`src/rtl/usb_err_collector.sv`:
```
module usb_err_collector (
  input  logic       clk,
  input  logic       rst_n,
  input  logic       host_mode,
  input  logic       stuff_err_p,
  input  logic       bus_late_p,
  input  logic       buf_overrun_p,
  input  logic       turnaround_to_p,
  input  logic       partial_byte_p,
  input  logic       crc16_err_p,
  input  logic       token_crc5_p,
  input  logic       frame_end_p,
  input  logic       pid_err_p,
  input  logic       reg_wr,
  input  logic       reg_sel,
  input  logic [7:0] reg_wdata,
  output logic [7:0] reg_rdata,
  output logic       err_any
);
  localparam int unsigned W = 8;
  localparam logic [W-1:0] LIVE_MASK = 8'hBF;

  logic [W-1:0] stat_q, en_q, set_v, clr_v;
  logic         crc_frame_hit;

  assign crc_frame_hit = host_mode ? frame_end_p : token_crc5_p;

  assign set_v = {stuff_err_p, 1'b0, bus_late_p | buf_overrun_p, turnaround_to_p,
                  partial_byte_p, crc16_err_p, crc_frame_hit, pid_err_p};

  assign clr_v = (reg_wr && !reg_sel) ? (reg_wdata & LIVE_MASK) : '0;

  always_ff @(posedge clk) begin
    if (!rst_n) stat_q <= '0;
    else        stat_q <= (stat_q & ~clr_v) | set_v;
  end

  always_ff @(posedge clk) begin
    if (!rst_n)                en_q <= '0;
    else if (reg_wr && reg_sel) en_q <= reg_wdata;
  end

  assign reg_rdata = reg_sel ? en_q : stat_q;
  assign err_any   = |(stat_q & en_q);

  assert_stuff_set_R2: assert property (@(posedge clk) disable iff (!rst_n)
    stuff_err_p |=> reg_sel || reg_rdata[7]);
  assert_pid_set_R2: assert property (@(posedge clk) disable iff (!rst_n)
    pid_err_p |=> stat_q[0]);
  assert_set_wins_R5: assert property (@(posedge clk) disable iff (!rst_n)
    (reg_wr && !reg_sel && reg_wdata[2] && crc16_err_p) |=> stat_q[2]);
  assert_crc5_periph_R6: assert property (@(posedge clk) disable iff (!rst_n)
    (!host_mode && token_crc5_p) |=> stat_q[1]);
  assert_eof_host_R6: assert property (@(posedge clk) disable iff (!rst_n)
    (host_mode && frame_end_p) |=> stat_q[1]);
  assert_dma_merge_R7: assert property (@(posedge clk) disable iff (!rst_n)
    (bus_late_p || buf_overrun_p) |=> stat_q[5]);
  assert_sticky_R10: assert property (@(posedge clk) disable iff (!rst_n)
    1'b1 |=> ((stat_q & $past(stat_q & ~clr_v)) == $past(stat_q & ~clr_v)));
  assert_quiet_summary_R8: assert property (@(posedge clk) disable iff (!rst_n)
    (stat_q == '0) |-> !err_any);
endmodule

```
`config.mk`:
```
export PLATFORM = sky130hd
export DESIGN_NAME = usb_err_collector
export DESIGN_NICKNAME = d
export VERILOG_FILES = /design/src/rtl/usb_err_collector.sv
export SDC_FILE = /design/constraint.sdc
export NUM_CORES = 1
export LEC_CHECK = 0
export ABC_AREA = 1
export ABC_CLOCK_PERIOD_IN_PS = 1000
export BUFFER_PORTS_ARGS = -buffer_cell sky130_fd_sc_hd__buf_2
export CORE_MARGIN = 3
export CORE_UTILIZATION = 45
export CTS_CLUSTER_DIAMETER = 200
export CTS_CLUSTER_SIZE = 40
export DETAILED_ROUTE_END_ITERATION = 10
export PLACE_DENSITY_LB_ADDON = 0.08
export REMOVE_ABC_BUFFERS = 1
export SKIP_CTS_REPAIR_TIMING = 1
export SYNTH_ARGS = -nofsm -noshare
export SYNTH_HDL_FRONTEND = slang
export SYNTH_SLANG_ARGS = --single-unit
```
`constraint.sdc`:
```
create_clock -name clk -period 1 [get_ports clk]
set_clock_uncertainty 0.2 [all_clocks]
set_input_delay 0.2 -clock clk [delete_from_list [all_inputs] [get_ports clk]]
set_output_delay 0.2 -clock clk [all_outputs]
set_load 0.05 [all_outputs]
```
Word-level counts from Yosys, hierarchy flattened
Index checks and enable logic that the tools add are counted.
{"block": "word_totals", "inputBits": 22, "elab_cells": 14, "ff_bits": 16, "output_inout_bits": 9}
{"block": "op_classes", "muxes": 3, "n_bitwise": 5, "n_reduce_logical": 4}
{"operator": "$and 8x8->8", "n": 2}
{"operator": "$mux 8", "n": 2}
{"operator": "$not 8->8", "n": 1}
{"operator": "$or 8x8->8", "n": 1}
{"operator": "$reduce_or 8->1", "n": 1}
{"operator": "$logic_and 1x1->1", "n": 2}
{"operator": "$logic_not 1->1", "n": 1}
{"operator": "$mux 1", "n": 1}
{"operator": "$or 1x1->1", "n": 1}

Longest topological paths before layout
Gate-level depths: netlist (run 1).
{"block": "logic_depth", "word_depth": 6, "depth_mapped": 6, "ltp_nobuf": 4}

Worst setup path before layout (run 1)
Ideal clock, no wire load.
{"block": "synth_timing", "kind": "input to output", "start": "in reg_sel", "end": "out reg_rdata[0]", "n_path_buf": 2, "setup_slack_ns": -0.304, "path_stages": 5, "arrival_ns": 0.904, "t_required_ns": 0.600, "path_cell_list": "buf_6 > inv_2 > buf_6 > nand2_1 > nand2_1"}
{"block": "synth_between", "elab_chain_len": 1}
{"item": "start, declared", "line": "15", "rtl": "input logic reg_sel,"}
{"item": "$mux 8", "line": "43", "rtl": "assign reg_rdata = reg_sel ? en_q : stat_q;"}
{"item": "end, declared", "line": "17", "rtl": "output logic [7:0] reg_rdata,"}
Every way passes these cells.

Final worst setup path (run 1)
{"block": "layout_timing", "start": "reg stat_q[1]", "end": "out err_any"}
{"block": "layout_between", "elab_chain_len": 2}
{"item": "start, declared", "line": "23", "rtl": "logic [W-1:0] stat_q, en_q, set_v, clr_v;"}
{"item": "start signal, assigned", "line": "35", "rtl": "else stat_q <= (stat_q & ~clr_v) | set_v;"}
{"item": "$and 8x8->8", "line": "44", "rtl": "assign err_any = |(stat_q & en_q);"}
{"item": "$reduce_or 8->1", "line": "44"}
{"item": "end, declared", "line": "18", "rtl": "output logic err_any"}
Every way passes these cells.

==> metrics.cfg, run 1 <==
[sta]
slew_viol_final=0
hold_ws_ps=-43.7
period_minus_slack_ps=1450
finalCritPeriodShare_pct=145
setup_viol=10
rsz0062_at_grt=true
hold_viol_final=6
relSlewSlack_pct=83.9
max_freq_ghz=0.688
tightestPinTransition_ps=241
setup_ws_ps=-453

[yosys]
syn_avg_cell_area_um2=6.46
synthCells=114
yosys-top-cells-area=dfxtp_1 (41%), nand2_1 (21%), nor2_1 (9.2%)
synth_top_area_share_pct=40.7
yosys_warnings=0
synth_top_cell_by_area=dfxtp_1
synth_xor_xnor_area_share_pct=0
synth.distinct_cells=12
ys_top_cells_by_count=nand2_1 (42), nor2_1 (18), dfxtp_1 (15), inv_1 (10)
synthMuxAreaShare_pct=0
synth-compound-area-share_pct=10.9
ys_ff_latch=15
async_flop_share_pct=0
synth_edf_count=0
synth_top_family_by_area=simple AND/OR/NAND/NOR gates
yosysMostFrequentCell=nand2_1
netlist_area_um2=737
yosys.area_share.simple_pct=38.2
synthAdderAreaFrac_pct=0
yosysSeqAreaShare_pct=40.7
synth_ff_type=dfxtp_1

[setup_path]
reg2reg_to=stat_q[4]
path_max_fanout=3
crit_arrival_ps=1050
reg2reg_from=stat_q[4]
cp.required_ps=600
cp-endpoint=err_any
path_class=register to primary output
critPathLaunchType=register
endpoint_kind=primary output
r2r_cells=4
crit_path_start=stat_q[1]
ff2ff_setup_slack_ps=10

[drt]
drc=0
viasPerCell=4.88
initialDrtViolationCount=16
vias=830
ant_nets=0
wl_per_cell_um=11.6
wl_mm=1.97
dr.pass1.iters=4

[pwr]
p_int_mw=0.982
power_switching_mw=0.479
powerDensity_nw_per_um2=1330
pwr-share-seq_pct=46.6
p_sw_share_pct=32.8
peakVddDrop_uv=944
pwr-share-clk_pct=23.5
p_leak_nw=0.587
pwr-share-comb_pct=29.9

[final_layout]
layout.nets=178
stdcell_count=170
drive_above_1_share_pct=43.9
diodes=0
area_growth_pct=48.6

[floorplanning]
initial_core_util_pct=52.1
ioPinCount=31
die_area_um2=2160
die_h_um=46.5
rows=13
die_w_um=46.5
core_area_um2=1420

[run_status]
status=complete, but fails checks
violations=hold timing, setup timing

[placed_design]
place_inst=161
post-dp-hpwl_mm=1.31
dp_slack_ps=-268
gp_congestion=0.782
port_buffers=30

[run]
drv_cap=0

[grt]
overflow=0
grt_max_degree=13
grt_pass1_vias=674
track_usage_pct=18.9
antenna_found_initial=0
grt_pass1_wl_mm=2.77

[hold_path]
min_path_cells=3
worstHoldPathType=input port to register

[clock_network]
clkSinkCount=15
path_clk_slew_ps=90
cts_max_path_buffers=2
clk_latency_ps=280
cts-root-buf=clkbuf_4
cts_made_buffers=3
cts_tree=built
cts_max_level=1

sequential cells by signal, indices dropped and copies added, names as in the netlist:
signal	count
en_q	8
stat_q	7
layout by cell type (no fill, tap or decap):
| cell | n |
|---|---|
| nand2_4 | 1 |
| buf_6 | 8 |
| nor2_1 | 18 |
| a21oi_1 | 7 |
| inv_2 | 2 |
| nand3_1 | 4 |
| a21oi_2 | 1 |
| nand2_1 | 36 |
| buf_2 | 21 |
| nand3_2 | 3 |
| dfxtp_2 | 15 |
| clkbuf_1 | 1 |
| clkbuf_4 | 3 |
| dlygate4sd3_1 | 3 |
| o21ai_0 | 8 |
| inv_1 | 10 |
| buf_8 | 2 |
| nand2_2 | 6 |
| buf_4 | 6 |
how the worst min path moves through the flow:
stage / startpoint / end / slack (ps)
2_1_floorplan: pid_err_p / stat_q[0] / 130
3_3_place_gp: crc16_err_p / stat_q[2] / 240
3_5_place_dp: stuff_err_p / stat_q[7] / 240
4_1_cts: stuff_err_p / stat_q[7] / -50
5_1_grt: crc16_err_p / stat_q[2] / -40
6_report: crc16_err_p / stat_q[2] / -40
per-stage QoR:
stage          setup TNS, ps  util [%]  hold slack, ps  power (mW)  cell area (um2)
2_1_floorplan          -1310         -             134       0.903              707
3_3_place_gp           -4350      64.5             238        1.03              913
3_5_place_dp           -4500      64.5             244        1.03              913
4_1_cts                -3830      66.4           -53.7        1.38              940
5_1_grt                -3630      77.4           -43.9        1.55             1090
6_report               -3010      77.4           -43.7        1.46             1090
cells by family after synthesis:
logic type	count (synthesis)
AOI/OAI and AO/OA	16
buffers and inverters	15
DFF	15
and+or+nand+nor	68
worst max-delay path: stages (launching register included):
cell	delay, ps
dfxtp_2	340
nand2_2	60
nand2_2	60
a21oi_2	90
nand2_1	70
buf_6	150
power by group through the flow:
stage | Sequential [mW] | Clock, mW | Combinational [mW]
after global routing | 0.687 | 0.393 | 0.474
final | 0.681 | 0.343 | 0.437
after detailed placement | 0.684 | 0 | 0.350
after global placement | 0.681 | 0 | 0.346
after floorplan | 0.676 | 0 | 0.227
after CTS | 0.670 | 0.355 | 0.351
final cells by class:
| type | instances | area (um2) |
|---|---|---|
| fillers | 122 | 320 |
| repair buffers | 40 | 300 |
| clock buffers | 4 | 26.3 |
| inverters | 12 | 45.0 |
| flip-flops and latches | 15 | 319 |
| multi-input cells | 84 | 385 |
| well taps | 15 | 18.8 |
layer usage:
metal	routed length, um	part of all wire [%]	up-vias	global-route usage, %
met1	852	43	363	22.6
met4	28	1.4	0	8.52
met5	0	0	-	0
met3	134	6.8	4	5.08
li1	-	-	433	-
met2	950	48	30	31.0
Note: power is estimated with default switching activity, not from simulation.
==> run 2: changes to the inputs <==
--- a/config.mk
+++ b/config.mk
@@ -8,7 +8,7 @@
 export ABC_AREA = 1
 export ABC_CLOCK_PERIOD_IN_PS = 1000
 export BUFFER_PORTS_ARGS = -buffer_cell sky130_fd_sc_hd__buf_2
-export CORE_MARGIN = 3
+export CORE_MARGIN = 2
 export CORE_UTILIZATION = 45
 export CTS_CLUSTER_DIAMETER = 200
 export CTS_CLUSTER_SIZE = 40
==> metrics.cfg, run 2 (synthesis gave the netlist of run 1 again) <==
[setup_path]
critPathLaunchType=register
cp.required_ps=600
r2r_cells=3
endpoint_kind=primary output
ff2ff_setup_slack_ps=90
reg2reg_to=en_q[5]
reg2reg_from=en_q[5]
crit_path_start=stat_q[5]
path_class=register to primary output
crit_arrival_ps=1070
path_max_fanout=3

[clock_network]
cts_made_buffers=3
cts_max_level=1
cts-root-buf=clkbuf_4
cts_max_path_buffers=2
clk_latency_ps=280
path_clk_slew_ps=90
cts_tree=built
clkSinkCount=15

[grt]
antenna_found_initial=0
grt_pass1_vias=696
grt_pass1_wl_mm=2.89
track_usage_pct=20.4
grt_max_degree=13
overflow=0

[drt]
wl_per_cell_um=11.3
ant_nets=0
viasPerCell=4.91
dr.pass1.iters=4
drc=0
wl_mm=1.93
initialDrtViolationCount=8
vias=840

[final_layout]
layout_commonest_cell=nand2_1
drive_above_1_share_pct=43.9
diodes=0
stdcell_count=171
final_cell_mix=nand2_1 (37), buf_2 (21), nor2_1 (18), dfxtp_2 (15), inv_1 (10)
largestRegisters=en_q (8), stat_q (7)
top_register=en_q
area_growth_pct=46.3
fin_area_um2=1080
largest_reg_flops=8
layout.nets=178

[sta]
setup_ws_ps=-470
slew_viol_final=0
hold_viol_final=10
relSlewSlack_pct=81.0
tightestPinTransition_ps=285
period_minus_slack_ps=1470
rsz0062_at_grt=true
finalCritPeriodShare_pct=147
hold_ws_ps=-59.7
max_freq_ghz=0.680
setup_viol=10
final.setup.tns_ps=-2970

[placed_design]
gp_congestion=0.788
place_inst=164
dpl-instance-area_um2=930
port_buffers=30
post-dp-hpwl_mm=1.32

[floorplanning]
rows=14
die_h_um=44.5
die_area_um2=1980
die_w_um=44.5
ioPinCount=31
initial_core_util_pct=48.4
core_area_um2=1520

[hold_path]
worstHoldStart=pid_err_p
hold_end=stat_q[0]
min_path_cells=3
worstHoldPathType=input port to register

[run_status]
status=complete, but fails checks
violations=hold timing, setup timing

[pwr]
powerDensity_nw_per_um2=1350
peakVddDrop_uv=873
p_leak_nw=0.580
p_total_mw=1.46

[run]
drv_cap=0

-- run 2: cell types whose count changed in the layout (fill, tap and decap cells not counted), sizes merged --
cell and delta:
buf +1, dlygate4sd3 -1
-- run 2: area by class of cell --
cell class | count | area [um2]
flip-flops and latches | 15 | 319
clock buffers | 4 | 26.3
well taps | 16 | 20.0
multi-input cells | 84 | 378
repair buffers | 40 | 290
fillers | 145 | 445
inverters | 12 | 45.0
-- run 2: where the power goes --
group / switching, mW / internal [mW] / total [mW]
Sequential: 0.0343 / 0.648 / 0.683
Combinational: 0.252 / 0.173 / 0.425
Clock: 0.199 / 0.155 / 0.353
-- run 2: worst max path at each step --
| stage | endpoint | slack, ps | depth (start not counted) |
|---|---|---|---|
| after floorplan | err_any | -200 | 4 |
| after global placement | reg_rdata[2] | -260 | 5 |
| after detailed placement | reg_rdata[7] | -270 | 5 |
| after CTS | err_any | -560 | 5 |
| after global routing | err_any | -530 | 5 |
| final | err_any | -470 | 5 |
-- run 2: per-stage QoR --
step                worst slack (ps)  utilization (%)
global placement                -262             61.0
detailed placement              -267             61.0
finish                          -470             70.8
floorplan                       -199                -
CTS                             -556             62.7
global route                    -532             70.8
-- run 2: worst max-delay path, cell delays in order, from the launching register on --
cell,delay (ps)
dfxtp_2,340
nand2_2,60
nand2_2,50
a21oi_2,100
nand2_1,80
buf_6,150
-- run 2: metal layers --
layer / up-vias / share of wire [%] / global-route usage [%]
met1: 383 / 43 / 24.9
met2: 21 / 52 / 34.5
met4: 0 / 0.52 / 9.09
met5: - / 0 / 0
met3: 2 / 3.6 / 3.67
li1: 434 / - / -
==> run 3: changes to the inputs <==
--- a/config.mk
+++ b/config.mk
@@ -8,8 +8,10 @@
 export ABC_AREA = 1
 export ABC_CLOCK_PERIOD_IN_PS = 1000
 export BUFFER_PORTS_ARGS = -buffer_cell sky130_fd_sc_hd__buf_2
+export CELL_PAD_IN_SITES_DETAIL_PLACEMENT = 1
+export CELL_PAD_IN_SITES_GLOBAL_PLACEMENT = 1
 export CORE_MARGIN = 2
-export CORE_UTILIZATION = 45
+export CORE_UTILIZATION = 30
 export CTS_CLUSTER_DIAMETER = 200
 export CTS_CLUSTER_SIZE = 40
 export DETAILED_ROUTE_END_ITERATION = 10
==> metrics.cfg, run 3 (synthesis gave the netlist of run 1 again) <==
[run_status]
status=complete, but fails checks
violations=hold timing, setup timing

[sta]
setup_viol=10
hold_viol_final=9
max_freq_ghz=0.675
tightestPinTransition_ps=266
finalCritPeriodShare_pct=148
rsz0062_at_grt=true
slew_viol_final=0
relSlewSlack_pct=82.3
period_minus_slack_ps=1480
hold_ws_ps=-55.5
setup_ws_ps=-482

[floorplanning]
die_w_um=53.6
core_area_um2=2280
die_area_um2=2870
die_h_um=53.6
rows=17
initial_core_util_pct=32.4
ioPinCount=31

[pwr]
pwr-share-seq_pct=46.1
p_int_mw=0.986
p_sw_share_pct=33.1
peakVddDrop_uv=708
pwr-share-comb_pct=30.2
powerDensity_nw_per_um2=1310
p_leak_nw=0.592
p_total_mw=1.48
pwr-share-clk_pct=23.7
power_switching_mw=0.489

[final_layout]
top_register=en_q
final_core_util_pct=49.3
area_growth_pct=52.3
multi_input_area_um2=389
diodes=0
seq_area_um2=315
fin_area_um2=1120
largestRegisters=en_q (8), stat_q (7)
largest_reg_flops=8
n_fill_cell=308
layout.nets=179
final_cell_mix=nand2_1 (33), buf_2 (21), nor2_1 (18), dfxtp_2 (12), inv_1 (10)
drive_above_1_share_pct=44.2
layout_commonest_cell=nand2_1

[setup_path]
crit_path_start=en_q[1]
cp.required_ps=600
cp_cell_sequence=nand2_2 > nand2_1 > a21oi_1 > nand2_1 > buf_6
reg2reg_from=stat_q[5]
path_delay_family=flip-flops
critPathLaunchType=register
reg2reg_to=stat_q[5]
crit_top_cell=nand2_1
worstPathBufferInverterCount=1
endpoint_kind=primary output
ff2ff_setup_slack_ps=0
crit_arrival_ps=1080
r2r_cells=4
cp-endpoint=err_any
max_stage_delay_ps=340
cp.depth=5
path_max_fanout=3
cp_slowest_cell=dfxtp_2
path_class=register to primary output

[grt]
grt_pass1_wl_mm=3.35
grt_pass1_vias=780
track_usage_pct=16.5
grt_max_degree=13
antenna_found_initial=0
overflow=0

[drt]
dr_wl_met3_um=84
wl_mm=2.14
dr.pass1.iters=2
routed.top_layer=met4
wl_per_cell_um=11.7
met2WireLength_mm=1.10
wl_met1_um=941
drc=0
initialDrtViolationCount=2
vias=842
ant_nets=0
viasPerCell=4.58

[clock_network]
path_clk_slew_ps=90
cts_tree=built
clkSinkCount=15
clk_latency_ps=280
cts_max_path_buffers=2
cts_made_buffers=3
cts-root-buf=clkbuf_4
cts_max_level=1

[placed_design]
post-dp-hpwl_mm=1.59
dpl-instance-area_um2=945
port_buffers=30
gp_congestion=0.742

[run]
drv_cap=0

[hold_path]
worstHoldPathType=input port to register

run 3: area by class of cell:
cell class	instances	area share [%]
Multi-Input combinational cell	84	34.7
Inverter	12	4.24
Sequential cell	15	28.1
Clock buffer	4	2.34
Tap cell	28	3.12
Timing Repair Buffer	41	27.5
run 3: metal layers:
metal  vias up  global-route usage (%)
li1        436                       -
met1       385                    20.0
met2        19                    28.4
met3         2                    2.50
met4         0                    7.69
met5         -                       0
run 3: through the flow:
| step | TNS, ps | setup WS [ps] | instances |
|---|---|---|---|
| finish | -3060 | -482 | 184 |
| global route | -3570 | -544 | 184 |
| CTS | -4020 | -561 | 180 |
| detailed placement | -5480 | -316 | 176 |
| global placement | -5060 | -297 | 176 |
| floorplan | -1310 | -199 | 111 |
run 3: worst min path at each step:
| stage | from | endpoint | slack, ps | cells past startpoint |
|---|---|---|---|---|
| finish | partial_byte_p | stat_q[3] | -60 | 3 |
| global route | turnaround_to_p | stat_q[4] | -30 | 3 |
| CTS | partial_byte_p | stat_q[3] | -60 | 3 |
| detailed placement | partial_byte_p | stat_q[3] | 250 | 3 |
| global placement | partial_byte_p | stat_q[3] | 240 | 3 |
| floorplan | pid_err_p | stat_q[0] | 130 | 2 |
run 3: power by group through the flow:
| stage | combinational, mW | sequential, mW | clock [mW] |
|---|---|---|---|
| 4_1_cts | 0.367 | 0.671 | 0.371 |
| 3_3_place_gp | 0.359 | 0.682 | 0 |
| 2_1_floorplan | 0.227 | 0.676 | 0 |
| 3_5_place_dp | 0.366 | 0.684 | 0 |
| 6_report | 0.446 | 0.680 | 0.350 |
| 5_1_grt | 0.488 | 0.685 | 0.384 |
run 3: worst register-to-register path, cell delays in order, from the launching register on:
cell and delay [ps]:
dfxtp_2 340, buf_6 110, buf_4 120, nand2_1 60, a21oi_1 60
